<file path="config.mk">
export PLATFORM = sky130hd
export DESIGN_NAME = word_permute_unit
export DESIGN_NICKNAME = d
export VERILOG_FILES = /design/src/rtl/perm_pkg.sv /design/src/rtl/word_extract.sv /design/src/rtl/word_insert.sv /design/src/rtl/word_shuffle.sv /design/src/rtl/word_permute_unit.sv
export SDC_FILE = /design/constraint.sdc
export NUM_CORES = 1
export LEC_CHECK = 0
export BUFFER_PORTS_ARGS = -buffer_cell sky130_fd_sc_hd__clkbuf_2
export CAP_MARGIN = 20
export CORE_UTILIZATION = 51
export CTS_BUF_LIST = sky130_fd_sc_hd__clkbuf_16
export CTS_CLUSTER_SIZE = 25
export DETAILED_ROUTE_END_ITERATION = 10
export PLACE_DENSITY = 0.8
export RECOVER_POWER = 25
export SLEW_MARGIN = 20
export SYNTH_ARGS = -nofsm -noshare
export SYNTH_HDL_FRONTEND = slang
export SYNTH_HIERARCHICAL = 1
export SYNTH_SLANG_ARGS = --single-unit
</file>
<file path="constraint.sdc">
create_clock -name clk -period 2 [get_ports clk]
set_clock_uncertainty 0.15 [all_clocks]
set_input_delay 0.5 -clock clk [delete_from_list [all_inputs] [get_ports clk]]
set_output_delay 0.5 -clock clk [all_outputs]
set_load 0.005 [all_outputs]
</file>
<file path="src/rtl/perm_pkg.sv">
package perm_pkg;

    localparam int LANE_W   = 16;
    localparam int LANES    = 4;
    localparam int VEC_W    = LANE_W * LANES;
    localparam int SCALAR_W = 32;
    localparam int SEL_W    = $clog2(LANES);
    localparam int IMM_W    = SEL_W * LANES;

    typedef enum logic [1:0] {
        PERM_EXTRACT = 2'b00,
        PERM_INSERT  = 2'b01,
        PERM_SHUFFLE = 2'b10,
        PERM_RSVD    = 2'b11
    } perm_op_e;

    typedef struct packed {
        logic [VEC_W-1:0]    vec;
        logic [SCALAR_W-1:0] scl;
    } perm_res_t;

    function automatic logic [VEC_W-1:0] lane_mask(input logic [SEL_W-1:0] sel);
        logic [VEC_W-1:0] ones;
        ones = VEC_W'({LANE_W{1'b1}});
        return ones << (32'(sel) * LANE_W);
    endfunction

endpackage

</file>
<file path="src/rtl/word_extract.sv">
module word_extract #(
    parameter int LANE_W   = 16,
    parameter int LANES    = 4,
    parameter int SCALAR_W = 32,
    localparam int VEC_W   = LANE_W * LANES,
    localparam int SEL_W   = $clog2(LANES)
) (
    input  logic [VEC_W-1:0]    vec_i,
    input  logic [SEL_W-1:0]    sel_i,
    output logic [SCALAR_W-1:0] scl_o
);

    logic [LANE_W-1:0] lane [LANES];

    for (genvar k = 0; k < LANES; k++) begin : g_lane
        assign lane[k] = vec_i[k*LANE_W +: LANE_W];
    end

    assign scl_o = SCALAR_W'(lane[sel_i]);

    always_comb begin
        AST_EXT_ZERO_EXT: assert (scl_o[SCALAR_W-1:LANE_W] == '0);
    end

endmodule

</file>
<file path="src/rtl/word_insert.sv">
module word_insert #(
    parameter int LANE_W  = 16,
    parameter int LANES   = 4,
    localparam int VEC_W  = LANE_W * LANES,
    localparam int SEL_W  = $clog2(LANES)
) (
    input  logic [VEC_W-1:0]  dst_i,
    input  logic [LANE_W-1:0] word_i,
    input  logic [SEL_W-1:0]  sel_i,
    output logic [VEC_W-1:0]  vec_o
);

    logic [VEC_W-1:0] mask;
    logic [VEC_W-1:0] placed;

    assign mask   = VEC_W'({LANE_W{1'b1}}) << (32'(sel_i) * LANE_W);
    assign placed = VEC_W'(word_i) << (32'(sel_i) * LANE_W);
    assign vec_o  = (dst_i & ~mask) | (placed & mask);

    for (genvar k = 0; k < LANES; k++) begin : g_keep
        always_comb begin
            if (32'(sel_i) != k) begin
                AST_INS_KEEP_LANE: assert (vec_o[k*LANE_W +: LANE_W] == dst_i[k*LANE_W +: LANE_W]);
            end else begin
                AST_INS_PUT_LANE: assert (vec_o[k*LANE_W +: LANE_W] == word_i);
            end
        end
    end

endmodule

</file>
<file path="src/rtl/word_shuffle.sv">
module word_shuffle #(
    parameter int LANE_W  = 16,
    parameter int LANES   = 4,
    localparam int VEC_W  = LANE_W * LANES,
    localparam int SEL_W  = $clog2(LANES),
    localparam int IMM_W  = SEL_W * LANES
) (
    input  logic [VEC_W-1:0] src_i,
    input  logic [IMM_W-1:0] imm_i,
    output logic [VEC_W-1:0] vec_o
);

    logic [LANE_W-1:0] lane [LANES];

    for (genvar k = 0; k < LANES; k++) begin : g_src
        assign lane[k] = src_i[k*LANE_W +: LANE_W];
    end

    for (genvar k = 0; k < LANES; k++) begin : g_dst
        logic [SEL_W-1:0] pick;
        assign pick = imm_i[k*SEL_W +: SEL_W];
        assign vec_o[k*LANE_W +: LANE_W] = lane[pick];
    end

endmodule

</file>
<file path="src/rtl/word_permute_unit.sv">
module word_permute_unit
    import perm_pkg::*;
#(
    parameter int P_LANE_W   = perm_pkg::LANE_W,
    parameter int P_LANES    = perm_pkg::LANES,
    parameter int P_SCALAR_W = perm_pkg::SCALAR_W,
    localparam int P_VEC_W   = P_LANE_W * P_LANES,
    localparam int P_SEL_W   = $clog2(P_LANES),
    localparam int P_IMM_W   = P_SEL_W * P_LANES
) (
    input  logic                  clk,
    input  logic                  rst,
    input  logic                  in_valid,
    input  logic [1:0]            in_op,
    input  logic [P_VEC_W-1:0]    in_src,
    input  logic [P_VEC_W-1:0]    in_dst,
    input  logic [P_SCALAR_W-1:0] in_scalar,
    input  logic [P_IMM_W-1:0]    in_imm,
    output logic                  out_valid,
    output logic [P_VEC_W-1:0]    out_vec,
    output logic [P_SCALAR_W-1:0] out_scalar
);

    typedef struct packed {
        logic [P_VEC_W-1:0]    vec;
        logic [P_SCALAR_W-1:0] scl;
    } res_t;

    perm_op_e              op;
    logic [P_SEL_W-1:0]    sel;
    logic [P_SCALAR_W-1:0] ext_scl;
    logic [P_VEC_W-1:0]    ins_vec;
    logic [P_VEC_W-1:0]    shf_vec;
    res_t                  res_d;
    res_t                  res_q;
    logic                  vld_q;

    assign op  = perm_op_e'(in_op);
    assign sel = in_imm[P_SEL_W-1:0];

    word_extract #(
        .LANE_W   (P_LANE_W),
        .LANES    (P_LANES),
        .SCALAR_W (P_SCALAR_W)
    ) u_extract (
        .vec_i (in_src),
        .sel_i (sel),
        .scl_o (ext_scl)
    );

    word_insert #(
        .LANE_W (P_LANE_W),
        .LANES  (P_LANES)
    ) u_insert (
        .dst_i  (in_dst),
        .word_i (in_scalar[P_LANE_W-1:0]),
        .sel_i  (sel),
        .vec_o  (ins_vec)
    );

    word_shuffle #(
        .LANE_W (P_LANE_W),
        .LANES  (P_LANES)
    ) u_shuffle (
        .src_i (in_src),
        .imm_i (in_imm),
        .vec_o (shf_vec)
    );

    always_comb begin
        res_d = '0;
        unique case (op)
            PERM_EXTRACT: res_d.scl = ext_scl;
            PERM_INSERT:  res_d.vec = ins_vec;
            PERM_SHUFFLE: res_d.vec = shf_vec;
            PERM_RSVD:    res_d     = '0;
            default:      res_d     = '0;
        endcase
    end

    always_ff @(posedge clk) begin
        if (rst) begin
            vld_q <= 1'b0;
            res_q <= '0;
        end else begin
            vld_q <= in_valid;
            if (in_valid) begin
                res_q <= res_d;
            end
        end
    end

    assign out_valid  = vld_q;
    assign out_vec    = res_q.vec;
    assign out_scalar = res_q.scl;

    AST_VALID_FOLLOWS: assert property (@(posedge clk) disable iff (rst)
        in_valid |=> out_valid);
    AST_VALID_DROPS: assert property (@(posedge clk) disable iff (rst)
        !in_valid |=> !out_valid);
    AST_EXT_VEC_CLEAR: assert property (@(posedge clk) disable iff (rst)
        (in_valid && in_op == PERM_EXTRACT) |=> (out_vec == '0));
    AST_NONEXT_SCL_CLEAR: assert property (@(posedge clk) disable iff (rst)
        (in_valid && in_op != PERM_EXTRACT) |=> (out_scalar == '0));
    AST_RSVD_ZERO: assert property (@(posedge clk) disable iff (rst)
        (in_valid && in_op == PERM_RSVD) |=> (out_vec == '0 && out_scalar == '0));
    AST_IDLE_HOLD: assert property (@(posedge clk) disable iff (rst)
        !in_valid |=> ($stable(out_vec) && $stable(out_scalar)));

endmodule

</file>
==> metrics.txt, run 1 <==
# TYPE chip_impl_metric gauge
chip_impl_info{name="run_status",value="finished, final reports clean"} 1
chip_impl_metric{name="layout-drive-gt1-share",unit="%"} 52.89
chip_impl_metric{name="fmaxAchievable",unit="GHz"} 0.5504
chip_impl_metric{name="p_leak",unit="nW"} 3.627
chip_impl_metric{name="vias_per_cell",unit=""} 6.533
chip_impl_metric{name="syn_inst",unit=""} 561
chip_impl_metric{name="nFillCells",unit=""} 1057
chip_impl_metric{name="power_report.internal_total",unit="mW"} 3.641
chip_impl_info{name="crit_path_start_kind",value="primary input"} 1
chip_impl_info{name="cts_root_buffer",value="sky130_fd_sc_hd__clkbuf_16"} 1
chip_impl_metric{name="die_height",unit="µm"} 119.3
chip_impl_metric{name="area_growth",unit="%"} 23.60
chip_impl_info{name="rr_endpoint",value="out_scalar[4]$_SDFFE_PP0P_"} 1
chip_impl_metric{name="buffer_ports.inserted",unit=""} 253
chip_impl_metric{name="report.final.setup_viol",unit=""} 0
chip_impl_metric{name="post-place-ws",unit="ps"} -143.0
chip_impl_metric{name="cp.required",unit="ps"} 2090
chip_impl_info{name="hp-start",value="out_vec[33]$_SDFFE_PP0P_"} 1
chip_impl_info{name="topRoutingLayerUsed",value="met4"} 1
chip_impl_metric{name="first_global_vias",unit=""} 6117
chip_impl_metric{name="mappedNetlistArea",unit="mm²"} 0.007019
chip_impl_metric{name="grt_first_pass_wirelength",unit="mm"} 35.26
chip_impl_metric{name="cts.sink_count",unit=""} 97
chip_impl_metric{name="route.met3.wl",unit="mm"} 2.510
chip_impl_metric{name="floorplan.initialDensity",unit="%"} 52.59
chip_impl_metric{name="crit_path_max_fanout",unit=""} 10
chip_impl_metric{name="finish.net_count",unit=""} 967
chip_impl_metric{name="die-width",unit="µm"} 119.3
chip_impl_info{name="worst_hold_path.endpoint",value="out_vec[33]$_SDFFE_PP0P_"} 1
chip_impl_metric{name="drt-total-wl",unit="mm"} 23.54
chip_impl_metric{name="grt.overflow.total",unit=""} 0
chip_impl_metric{name="power.switching",unit="mW"} 1.454
chip_impl_metric{name="synth_enable_flop_cells",unit=""} 0
chip_impl_info{name="critical_path.reg2reg.startpoint",value="out_scalar[4]$_SDFFE_PP0P_"} 1
chip_impl_metric{name="ys_async_sr_fraction",unit="%"} 0
chip_impl_metric{name="clkTransAtPathRegs",unit="ps"} 70
chip_impl_info{name="hold_path_class",value="reg2reg"} 1
chip_impl_metric{name="post_cts_hold_buffer_count",unit=""} 0
chip_impl_metric{name="critical-path-max-stage-delay",unit="ps"} 370
chip_impl_info{name="top_cell_family_by_delay_on_the_critical_path",value="buffers and inverters"} 1
chip_impl_metric{name="detailroute.via_count",unit=""} 6350
chip_impl_metric{name="seq_area_frac_synth",unit="%"} 27.66
chip_impl_metric{name="report.final.hold_viol_count",unit=""} 0
chip_impl_metric{name="fp-row-count",unit=""} 42
chip_impl_metric{name="vdd.ir_drop.worst",unit="µV"} 414.9
chip_impl_info{name="timing.critical_path.to_type",value="register"} 1
chip_impl_metric{name="comb_power_share",unit="%"} 26.1
chip_impl_metric{name="whs_path_depth",unit=""} 1
chip_impl_metric{name="seq_power_share",unit="%"} 39.8
chip_impl_info{name="path_class",value="in2reg"} 1
chip_impl_metric{name="largest_net_degree_at_the_start_of_global_routing",unit=""} 53
chip_impl_metric{name="drt-initial-drc-count",unit=""} 638
chip_impl_metric{name="firstDrtPassIters",unit=""} 5
chip_impl_metric{name="drv_cap",unit=""} 0
chip_impl_metric{name="post-route-period-util",unit="%"} 90.84
chip_impl_metric{name="timing.hold.ws",unit="ps"} 310.7
chip_impl_metric{name="finalCriticalPeriod",unit="ps"} 1817
chip_impl_metric{name="report.final.slew_viol_count",unit=""} 0
chip_impl_metric{name="synth_cell_type_count",unit=""} 25
chip_impl_metric{name="path_buf_inv",unit=""} 3
chip_impl_metric{name="insertion_delay",unit="ps"} 350
chip_impl_info{name="crit_path_top_delay_cell",value="sky130_fd_sc_hd__mux2_2"} 1
chip_impl_metric{name="routed_wire_length_per_instance",unit="µm"} 24.22
chip_impl_metric{name="route.layer.met1.wl",unit="mm"} 8.913
chip_impl_metric{name="n_antenna_cell",unit=""} 0
chip_impl_metric{name="htreeDepth",unit=""} 3
chip_impl_metric{name="synth.ff_latch_count",unit=""} 97
chip_impl_metric{name="met2_wirelength",unit="mm"} 11.10
chip_impl_metric{name="avgSynthCellArea",unit="µm²"} 12.51
chip_impl_metric{name="total_cts_buffers",unit=""} 9
chip_impl_info{name="unrepaired_setup_endpoints_after_global_routing",value="no"} 1
chip_impl_metric{name="post-cts-setup-buffers",unit=""} 0
chip_impl_metric{name="cts_repair_resize_count",unit=""} 0
chip_impl_metric{name="netSwitchingFraction",unit="%"} 28.54
chip_impl_metric{name="power_frac_clock",unit="%"} 34.1
chip_impl_metric{name="synth.yosys.warnings",unit=""} 6
chip_impl_metric{name="post-dp-hpwl",unit="mm"} 17.32
chip_impl_metric{name="cts_max_path_buffers",unit=""} 2
chip_impl_metric{name="antenna_violations_before_repair",unit=""} 0
chip_impl_metric{name="routabilityCongestion",unit=""} 0.8971
chip_impl_info{name="critical_path.cell_chain",value="clkbuf_2 > buf_4 > nor2_2 > buf_4 > mux2_2 > a22oi_1 > o2bb2ai_1"} 1
chip_impl_info{name="clock_tree_from_tritoncts",value="done"} 1
chip_impl_metric{name="worst-r2r-cell-count",unit=""} 2
chip_impl_metric{name="reg2reg_setup_slack",unit="ps"} 1210
chip_impl_metric{name="drc_violation_count_after_routing",unit=""} 0
chip_impl_info{name="postSynth.topFlopCell",value="sky130_fd_sc_hd__dfxtp_1"} 1
chip_impl_metric{name="groute.usage.overall",unit="%"} 33.31
chip_impl_metric{name="ant_nets",unit=""} 0
chip_impl_metric{name="area_of_the_die",unit="mm²"} 0.01424
chip_impl_metric{name="layout.core_utilization",unit="%"} 65.00
chip_impl_metric{name="crit_arrival",unit="ps"} 1910
chip_impl_metric{name="io_pins",unit=""} 270
chip_impl_metric{name="powerDensity",unit="mW/mm²"} 587.3
chip_impl_metric{name="final.setup.worst_slack",unit="ps"} 183.2
chip_impl_info{name="worst_path_most_repeated_cell",value="sky130_fd_sc_hd__buf_4"} 1
chip_impl_metric{name="design.core.area",unit="mm²"} 0.01335
stage by stage:
| step | instances | cell area (µm²) | power, mW | TNS (ps) |
|---|---|---|---|---|
| 6_report | 972 | 8676 | 5.095 | 0 |
| 5_1_grt | 972 | 8676 | 5.262 | 0 |
| 4_1_cts | 972 | 8688 | 5.094 | 0 |
| 3_5_place_dp | 956 | 8403 | 3.374 | -2156 |
| 3_3_place_gp | 956 | 8403 | 3.341 | -1121 |
| 2_1_floorplan | 576 | 7076 | 2.895 | 0 |
power by group through the flow:
stage               combinational, mW  clock [mW]  sequential (mW)
floorplan                       0.823           0             2.07
finish                           1.33        1.74             2.03
detailed placement               1.30           0             2.07
global placement                 1.27           0             2.07
CTS                              1.31        1.75             2.03
global route                     1.40        1.82             2.03
how the worst max path moves through the flow:
stage | from | end | slack, ps | cells after the start
3_5_place_dp | in_imm[0] | out_vec[6]$_SDFFE_PP0P_ | -140 | 7
3_3_place_gp | in_imm[0] | out_vec[7]$_SDFFE_PP0P_ | -100 | 7
2_1_floorplan | in_imm[1] | out_vec[6]$_SDFFE_PP0P_ | 170 | 5
5_1_grt | in_imm[0] | out_vec[6]$_SDFFE_PP0P_ | 140 | 7
4_1_cts | in_imm[0] | out_vec[11]$_SDFFE_PP0P_ | 220 | 7
6_report | in_imm[0] | out_vec[11]$_SDFFE_PP0P_ | 180 | 7
logic make-up after synthesis:
logic type,Yosys count,share of synthesized area (%)
compound gates,160,18.00
mux,144,38.61
flops,97,27.66
fa+ha+maj,3,0.5348
buf+inv,85,9.287
other cells,1,0.05342
simple gates,71,5.847
synth_stat cells (15+ instances only):
library cell                instances  area, µm²
sky130_fd_sc_hd__nand3_1           32      160.2
sky130_fd_sc_hd__mux4_2            50       1126
sky130_fd_sc_hd__a21oi_1           32      160.2
sky130_fd_sc_hd__mux2_4            20      300.3
sky130_fd_sc_hd__mux2_2            44      495.5
sky130_fd_sc_hd__dfxtp_1           97       1942
sky130_fd_sc_hd__a22oi_1           64      480.5
sky130_fd_sc_hd__buf_2             24      120.1
sky130_fd_sc_hd__buf_4             23      172.7
sky130_fd_sc_hd__mux4_1            30      788.3
sky130_fd_sc_hd__buf_6             15      168.9
sky130_fd_sc_hd__nand2b_1          34      212.7
sky130_fd_sc_hd__o2bb2ai_1         54      473.0
flip-flops by register name, indices dropped and copies added (netlist names):
signal,cells
out_scalar,32
out_valid,1
out_vec,64
cells in the final DEF, fill, tap and decap left out, drive strengths merged:
master	netlist	final
nand3	32	32
o2bb2ai	64	64
nor2	2	2
nand3b	1	1
mux4	80	80
nand2b	34	34
nand2	1	1
inv	2	4
a22oi	64	64
ha	3	3
clkinv	0	4
buf	69	33
nor2b	1	1
mux2	64	64
bufinv	0	1
a21oi	32	32
conb	1	16
clkbuf	14	263
dfxtp	97	97
layer usage:
metal | vias to the layer above | global-route usage [%]
li1 | 2739 | -
met1 | 3079 | 41.82
met2 | 453 | 52.80
met3 | 79 | 9.626
met4 | 0 | 15.78
met5 | - | 0
final cells by class:
| class | instances | area (µm²) | area share [%] |
|---|---|---|---|
| Sequential cell | 97 | 1942 | 22.38 |
| Clock buffer | 9 | 225.2 | 2.596 |
| Timing Repair Buffer | 287 | 1734 | 19.99 |
| Inverter | 2 | 7.507 | 0.08653 |
| Multi-Input combinational cell | 394 | 4487 | 51.72 |
| Clock inverter | 7 | 60.06 | 0.6922 |
| Tap cell | 176 | 220.2 | 2.538 |
(Power assumes the default switching activity.)
==> inputs of run 2 (changes only) <==
==> constraint.sdc (replaced) <==
create_clock -name clk -period 1.9 [get_ports clk]
set_clock_uncertainty 0.15 [all_clocks]
set_input_delay 0.475 -clock clk [delete_from_list [all_inputs] [get_ports clk]]
set_output_delay 0.475 -clock clk [all_outputs]
set_load 0.005 [all_outputs]
==> run 2 against run 1 <==
Total power up 14%. Sequential share of layout area down 0.41 points. Critical path depth down 1. Highest routed layer unchanged. Setup slack worse by 32 ps. Hold slack better by 3.7 ps. Clock power up 31%. Routed wire length up 1.7%.
==> metrics.txt, run 2 (same netlist as run 1, synthesis figures left out) <==
# TYPE chip_impl_metric gauge
chip_impl_info{name="crit_path_start_kind",value="primary input"} 1
chip_impl_info{name="run_status",value="finished, final reports clean"} 1
chip_impl_metric{name="multiInputGateArea",unit="mm²"} 0.004487
chip_impl_metric{name="ant_nets",unit=""} 0
chip_impl_metric{name="post-cts-setup-buffers",unit=""} 0
chip_impl_metric{name="fin_total_pwr",unit="mW"} 5.828
chip_impl_metric{name="power_frac_clock",unit="%"} 39.1
chip_impl_metric{name="cp.required",unit="ps"} 1990
chip_impl_metric{name="timing.setup.tns",unit="ps"} 0
chip_impl_info{name="critical_path.reg2reg.startpoint",value="out_scalar[9]$_SDFFE_PP0P_"} 1
chip_impl_info{name="layout.cells.most_common",value="sky130_fd_sc_hd__clkbuf_2"} 1
chip_impl_metric{name="cts.sink_count",unit=""} 97
chip_impl_metric{name="sequential_cell_area",unit="mm²"} 0.001942
chip_impl_info{name="crit_startpoint",value="in_imm[0]"} 1
chip_impl_info{name="unrepaired_setup_endpoints_after_global_routing",value="no"} 1
chip_impl_metric{name="insertion_delay",unit="ps"} 350
chip_impl_info{name="cts_root_buffer",value="sky130_fd_sc_hd__clkbuf_16"} 1
chip_impl_metric{name="instances_no_fill",unit=""} 979
chip_impl_metric{name="vdd.ir_drop.worst",unit="µV"} 458.9
chip_impl_metric{name="report.final.setup_viol",unit=""} 0
chip_impl_metric{name="finalCriticalPeriod",unit="ps"} 1748
chip_impl_metric{name="powerDensity",unit="mW/mm²"} 659.4
chip_impl_metric{name="largest_reg_flops",unit=""} 64
chip_impl_metric{name="fmaxAchievable",unit="GHz"} 0.5720
chip_impl_metric{name="clkTransAtPathRegs",unit="ps"} 70
chip_impl_metric{name="layout-drive-gt1-share",unit="%"} 53.06
chip_impl_metric{name="route.layer.met1.wl",unit="mm"} 9.396
chip_impl_metric{name="worst_pin_slew",unit="ps"} 662.1
chip_impl_metric{name="netSwitchingFraction",unit="%"} 26.85
chip_impl_metric{name="dp.cells",unit=""} 962
chip_impl_metric{name="drt-total-wl",unit="mm"} 23.93
chip_impl_info{name="clock_tree_from_tritoncts",value="done"} 1
chip_impl_metric{name="slew-limit-headroom",unit="%"} 55.86
chip_impl_metric{name="fp-row-count",unit=""} 42
chip_impl_metric{name="post-dp-hpwl",unit="mm"} 17.60
chip_impl_metric{name="route.met3.wl",unit="mm"} 2.466
chip_impl_metric{name="post_cts_hold_buffer_count",unit=""} 0
chip_impl_info{name="mostFrequentLayoutCells",value="242 x sky130_fd_sc_hd__clkbuf_2, 97 x sky130_fd_sc_hd__dfxtp_1, 64 x sky130_fd_sc_hd__a22oi_1"} 1
chip_impl_metric{name="area_growth",unit="%"} 25.92
chip_impl_metric{name="report.final.hold_viol_count",unit=""} 0
chip_impl_metric{name="vias_per_cell",unit=""} 6.436
chip_impl_metric{name="largest_net_degree_at_the_start_of_global_routing",unit=""} 65
chip_impl_metric{name="detailroute.via_count",unit=""} 6301
chip_impl_metric{name="p_leak",unit="nW"} 3.692
chip_impl_metric{name="buffer_ports.inserted",unit=""} 253
chip_impl_metric{name="report.final.slew_viol_count",unit=""} 0
chip_impl_metric{name="grt_first_pass_wirelength",unit="mm"} 36.07
chip_impl_info{name="hp-start",value="out_vec[34]$_SDFFE_PP0P_"} 1
chip_impl_metric{name="total_cts_buffers",unit=""} 9
chip_impl_metric{name="area_of_the_die",unit="mm²"} 0.01424
chip_impl_metric{name="post-route-period-util",unit="%"} 92.02
chip_impl_metric{name="drt-initial-drc-count",unit=""} 520
chip_impl_metric{name="drv_cap",unit=""} 0
chip_impl_metric{name="crit_path_max_fanout",unit=""} 9
chip_impl_metric{name="routed_wire_length_per_instance",unit="µm"} 24.44
chip_impl_metric{name="die_height",unit="µm"} 119.3
chip_impl_metric{name="firstDrtPassIters",unit=""} 5
chip_impl_info{name="timing.critical_path.to_type",value="register"} 1
chip_impl_metric{name="antenna_violations_before_repair",unit=""} 1
chip_impl_metric{name="cts_repair_resize_count",unit=""} 0
chip_impl_metric{name="crit_arrival",unit="ps"} 1840
chip_impl_info{name="topRoutingLayerUsed",value="met4"} 1
chip_impl_metric{name="io_pins",unit=""} 270
chip_impl_info{name="hold_path_class",value="reg2reg"} 1
chip_impl_metric{name="routabilityCongestion",unit=""} 0.8820
chip_impl_metric{name="seq_power_share",unit="%"} 36.7
chip_impl_metric{name="nFillCells",unit=""} 1051
chip_impl_metric{name="met2_wirelength",unit="mm"} 11.17
chip_impl_metric{name="power.switching",unit="mW"} 1.565
chip_impl_metric{name="drc_violation_count_after_routing",unit=""} 0
chip_impl_metric{name="groute.usage.overall",unit="%"} 33.85
chip_impl_metric{name="htreeDepth",unit=""} 3
chip_impl_metric{name="die-width",unit="µm"} 119.3
chip_impl_metric{name="grt.overflow.total",unit=""} 0
chip_impl_metric{name="first_global_vias",unit=""} 6220
chip_impl_metric{name="finish.net_count",unit=""} 973
chip_impl_metric{name="comb_power_share",unit="%"} 24.1
chip_impl_metric{name="power_report.internal_total",unit="mW"} 4.263
chip_impl_metric{name="cts_max_path_buffers",unit=""} 2
chip_impl_metric{name="placed_cell_area",unit="mm²"} 0.008486
chip_impl_metric{name="final_cell_area",unit="mm²"} 0.008838
chip_impl_metric{name="design.core.area",unit="mm²"} 0.01335
chip_impl_metric{name="floorplan.initialDensity",unit="%"} 52.59
chip_impl_info{name="path_class",value="in2reg"} 1
## run 2: changes by cell type in the layout (fill, tap and decap cells not counted), moves of 2 or more
| cell | delta |
|---|---|
| sky130_fd_sc_hd__bufinv_16 | +3 |
| sky130_fd_sc_hd__clkinv_1 | -2 |
| sky130_fd_sc_hd__clkbuf_2 | -4 |
| sky130_fd_sc_hd__buf_4 | +3 |
| sky130_fd_sc_hd__diode_2 | +2 |
| sky130_fd_sc_hd__clkbuf_1 | +4 |
| sky130_fd_sc_hd__clkinv_2 | -2 |
| sky130_fd_sc_hd__buf_12 | +3 |
## run 2: critical path, cell delays in order
cell and delay [ps]:
sky130_fd_sc_hd__clkbuf_2 170, sky130_fd_sc_hd__buf_4 240, sky130_fd_sc_hd__buf_12 170, sky130_fd_sc_hd__mux4_2 500, sky130_fd_sc_hd__a22oi_1 190, sky130_fd_sc_hd__o2bb2ai_1 90
## run 2: power by group through the flow
stage                     logic (mW)  clock network [mW]  registers (mW)
final                           1.41                2.28            2.14
after global routing            1.48                2.40            2.14
after CTS                       1.39                2.31            2.14
after detailed placement        1.38                   0            2.18
after global placement          1.35                   0            2.18
after floorplan                0.867                   0            2.18
## run 2: path summary, 6_finish.rpt
path | to | slack [ps] | cells after the start
setup / recovery | out_vec[9]$_SDFFE_PP0P_ | 150 | 6
hold / removal | out_vec[34]$_SDFFE_PP0P_ | 310 | 1
setup reg to reg | out_scalar[9]$_SDFFE_PP0P_ | 1090 | 2
hold reg to reg | out_vec[34]$_SDFFE_PP0P_ | 310 | 1
## run 2: layout make-up
cell class	instances	share of cell area, %
multi-input cells	394	50.76
flip-flops and latches	97	21.97
repair buffers	293	20.50
clock buffers	9	2.548
well taps	176	2.492
clock inverters	6	1.585
inverters	2	0.08494
diodes	2	0.05663
## run 2: per-layer routing
metal | GRT usage [%] | vias to the layer above
met5 | 0 | -
met4 | 15.47 | 0
met3 | 8.525 | 59
met1 | 44.14 | 3062
li1 | - | 2755
met2 | 52.94 | 425
## run 2: metrics by stage
stage / hold WS, ps / worst slack, ps / util (%)
4_1_cts: 316.9 / 145.9 / 66.31
3_3_place_gp: 294.5 / -187.1 / 63.57
3_5_place_dp: 297.4 / -239.4 / 63.57
6_report: 314.4 / 151.7 / 66.22
2_1_floorplan: 305.8 / 95.23 / -
5_1_grt: 333.6 / 83.50 / 66.18
==> inputs of run 3 (changes only) <==
--- a/config.mk
+++ b/config.mk
@@ -7,6 +7,7 @@
 export LEC_CHECK = 0
 export BUFFER_PORTS_ARGS = -buffer_cell sky130_fd_sc_hd__clkbuf_2
 export CAP_MARGIN = 20
+export CORE_ASPECT_RATIO = 0.5
 export CORE_UTILIZATION = 51
 export CTS_BUF_LIST = sky130_fd_sc_hd__clkbuf_16
 export CTS_CLUSTER_SIZE = 25
==> run 3 against run 2 <==
Via count up 2.3%. Setup slack worse by 36 ps. Highest routed layer unchanged. Final area up 1.1%. First-iteration DRC count up 20%. Hold slack better by 1.2 ps. Combinational power up 3%.
==> metrics.txt, run 3 (same netlist as run 1, synthesis figures left out) <==
# TYPE chip_impl_metric gauge
chip_impl_metric{name="groute.usage.overall",unit="%"} 32.00
chip_impl_metric{name="io_pins",unit=""} 270
chip_impl_info{name="layout.cells.most_common",value="sky130_fd_sc_hd__clkbuf_2"} 1
chip_impl_metric{name="post-place-ws",unit="ps"} -200.0
chip_impl_metric{name="drc_violation_count_after_routing",unit=""} 0
chip_impl_metric{name="slew-limit-headroom",unit="%"} 32.85
chip_impl_metric{name="placed_cell_area",unit="mm²"} 0.008636
chip_impl_metric{name="crit_arrival",unit="ps"} 1860
chip_impl_metric{name="finalCriticalPeriod",unit="ps"} 1784
chip_impl_info{name="timing.critical_path.to_type",value="register"} 1
chip_impl_metric{name="grt_first_pass_wirelength",unit="mm"} 34.68
chip_impl_metric{name="vdd.ir_drop.worst",unit="µV"} 457.0
chip_impl_info{name="worst_hold_path.endpoint",value="out_vec[22]$_SDFFE_PP0P_"} 1
chip_impl_metric{name="ant_nets",unit=""} 0
chip_impl_info{name="top_cell_family_by_delay_on_the_critical_path",value="buffers and inverters"} 1
chip_impl_metric{name="floorplan.initialDensity",unit="%"} 53.89
chip_impl_metric{name="fin_total_pwr",unit="mW"} 5.569
chip_impl_metric{name="finish.net_count",unit=""} 994
chip_impl_metric{name="grt.overflow.total",unit=""} 0
chip_impl_metric{name="crit_path_max_fanout",unit=""} 8
chip_impl_info{name="clock_tree_from_tritoncts",value="done"} 1
chip_impl_info{name="crit_path_start_kind",value="primary input"} 1
chip_impl_metric{name="reg2reg_setup_slack",unit="ps"} 1110
chip_impl_metric{name="nFillCells",unit=""} 939
chip_impl_info{name="critical_path.cell_chain",value="clkbuf_2 > nand2b_1 > buf_4 > mux2_2 > a22oi_1 > o2bb2ai_1"} 1
chip_impl_metric{name="antenna_violations_before_repair",unit=""} 0
chip_impl_metric{name="fp-row-count",unit=""} 29
chip_impl_metric{name="insertion_delay",unit="ps"} 350
chip_impl_metric{name="drt-total-wl",unit="mm"} 23.06
chip_impl_metric{name="first_global_vias",unit=""} 6193
chip_impl_metric{name="worst_pin_slew",unit="ps"} 1007
chip_impl_metric{name="routabilityCongestion",unit=""} 0.9342
chip_impl_metric{name="buffer_ports.inserted",unit=""} 253
chip_impl_metric{name="cts.sink_count",unit=""} 97
chip_impl_metric{name="final_cell_area",unit="mm²"} 0.008935
chip_impl_metric{name="report.final.slew_viol_count",unit=""} 0
chip_impl_metric{name="report.final.hold_viol_count",unit=""} 0
chip_impl_metric{name="post-route-period-util",unit="%"} 93.89
chip_impl_info{name="cts_root_buffer",value="sky130_fd_sc_hd__clkbuf_16"} 1
chip_impl_metric{name="clkTransAtPathRegs",unit="ps"} 80
chip_impl_metric{name="die_height",unit="µm"} 84.96
chip_impl_metric{name="report.final.setup_viol",unit=""} 0
chip_impl_metric{name="area_of_the_die",unit="mm²"} 0.01426
chip_impl_info{name="path_class",value="in2reg"} 1
chip_impl_metric{name="htreeDepth",unit=""} 3
chip_impl_metric{name="cp.required",unit="ps"} 1970
chip_impl_metric{name="post_cts_hold_buffer_count",unit=""} 0
chip_impl_metric{name="cts_repair_resize_count",unit=""} 0
chip_impl_info{name="critical_path.reg2reg.startpoint",value="out_vec[36]$_SDFFE_PP0P_"} 1
chip_impl_metric{name="drv_cap",unit=""} 0
chip_impl_metric{name="p_leak",unit="nW"} 3.757
chip_impl_metric{name="timing.hold.ws",unit="ps"} 315.7
chip_impl_metric{name="n_antenna_cell",unit=""} 0
chip_impl_metric{name="final.setup.worst_slack",unit="ps"} 116.1
chip_impl_metric{name="area_growth",unit="%"} 27.29
chip_impl_metric{name="layout-drive-gt1-share",unit="%"} 53.95
chip_impl_info{name="unrepaired_setup_endpoints_after_global_routing",value="no"} 1
chip_impl_metric{name="critical_path_cell_count",unit=""} 6
chip_impl_info{name="mostFrequentLayoutCells",value="239 x sky130_fd_sc_hd__clkbuf_2, 97 x sky130_fd_sc_hd__dfxtp_1, 64 x sky130_fd_sc_hd__a22oi_1"} 1
chip_impl_metric{name="instances_no_fill",unit=""} 993
chip_impl_metric{name="critical-path-max-stage-delay",unit="ps"} 340
chip_impl_info{name="hold_path_class",value="reg2reg"} 1
chip_impl_metric{name="detailroute.via_count",unit=""} 6446
chip_impl_metric{name="post-cts-setup-buffers",unit=""} 0
chip_impl_metric{name="largest_reg_flops",unit=""} 64
chip_impl_metric{name="route.layer.met1.wl",unit="mm"} 9.080
chip_impl_metric{name="met2_wirelength",unit="mm"} 10.19
chip_impl_metric{name="firstDrtPassIters",unit=""} 6
chip_impl_info{name="run_status",value="finished, final reports clean"} 1
chip_impl_info{name="crit_path_top_delay_cell",value="sky130_fd_sc_hd__mux2_2"} 1
chip_impl_metric{name="sequential_cell_area",unit="mm²"} 0.001942
chip_impl_metric{name="route.met3.wl",unit="mm"} 2.824
chip_impl_info{name="hp-start",value="out_vec[22]$_SDFFE_PP0P_"} 1
chip_impl_metric{name="largest_net_degree_at_the_start_of_global_routing",unit=""} 65
chip_impl_metric{name="design.core.area",unit="mm²"} 0.01303
chip_impl_metric{name="powerDensity",unit="mW/mm²"} 623.3
chip_impl_metric{name="total_cts_buffers",unit=""} 9
chip_impl_metric{name="fmaxAchievable",unit="GHz"} 0.5606
chip_impl_metric{name="cts_max_path_buffers",unit=""} 2
chip_impl_metric{name="vias_per_cell",unit=""} 6.491
chip_impl_metric{name="dp.cells",unit=""} 977
chip_impl_info{name="topRoutingLayerUsed",value="met4"} 1
chip_impl_metric{name="die-width",unit="µm"} 167.9
chip_impl_metric{name="post-dp-hpwl",unit="mm"} 17.31
chip_impl_metric{name="routed_wire_length_per_instance",unit="µm"} 23.23
chip_impl_metric{name="worst-r2r-cell-count",unit=""} 1
chip_impl_metric{name="multiInputGateArea",unit="mm²"} 0.004487
chip_impl_metric{name="path_buf_inv",unit=""} 2
chip_impl_info{name="rr_endpoint",value="out_vec[36]$_SDFFE_PP0P_"} 1
chip_impl_metric{name="drt-initial-drc-count",unit=""} 624
chip_impl_metric{name="whs_path_depth",unit=""} 1
-- run 3: per-layer routing --
layer,vias up,GRT usage [%]
met5,-,0
met4,0,15.01
met3,104,9.095
met2,493,48.60
met1,3052,42.61
li1,2797,-
-- run 3: cell type report --
| class | count | area share, % |
|---|---|---|
| multi-input cells | 394 | 50.22 |
| repair buffers | 314 | 22.00 |
| flip-flops and latches | 97 | 21.73 |
| clock buffers | 9 | 2.521 |
| well taps | 170 | 2.381 |
| clock inverters | 7 | 1.064 |
| inverters | 2 | 0.08402 |
-- run 3: where the power goes --
group          internal [mW]  leakage (nW)  switching, mW  total, mW
Combinational          0.768          2.81          0.679       1.45
Sequential              2.10         0.787         0.0388       2.13
Clock                   1.06         0.157          0.925       1.99
Total                   3.93          3.76           1.64       5.57
-- run 3: through the flow --
step | TNS, ps | utilization [%]
2_1_floorplan | 0 | -
3_3_place_gp | -5279 | 66.30
4_1_cts | 0 | 68.75
5_1_grt | 0 | 68.59
3_5_place_dp | -7310 | 66.30
6_report | 0 | 68.59
-- run 3: worst max-delay path by stage --
stage,slack (ps),startpoint,end
after floorplan,100,in_imm[1],out_vec[6]$_SDFFE_PP0P_
after global routing,80,in_valid,out_scalar[26]$_SDFFE_PP0P_
final,120,in_imm[0],out_vec[36]$_SDFFE_PP0P_
after CTS,150,in_imm[0],out_vec[0]$_SDFFE_PP0P_
after global placement,-160,in_imm[0],out_vec[57]$_SDFFE_PP0P_
after detailed placement,-200,in_imm[0],out_vec[0]$_SDFFE_PP0P_
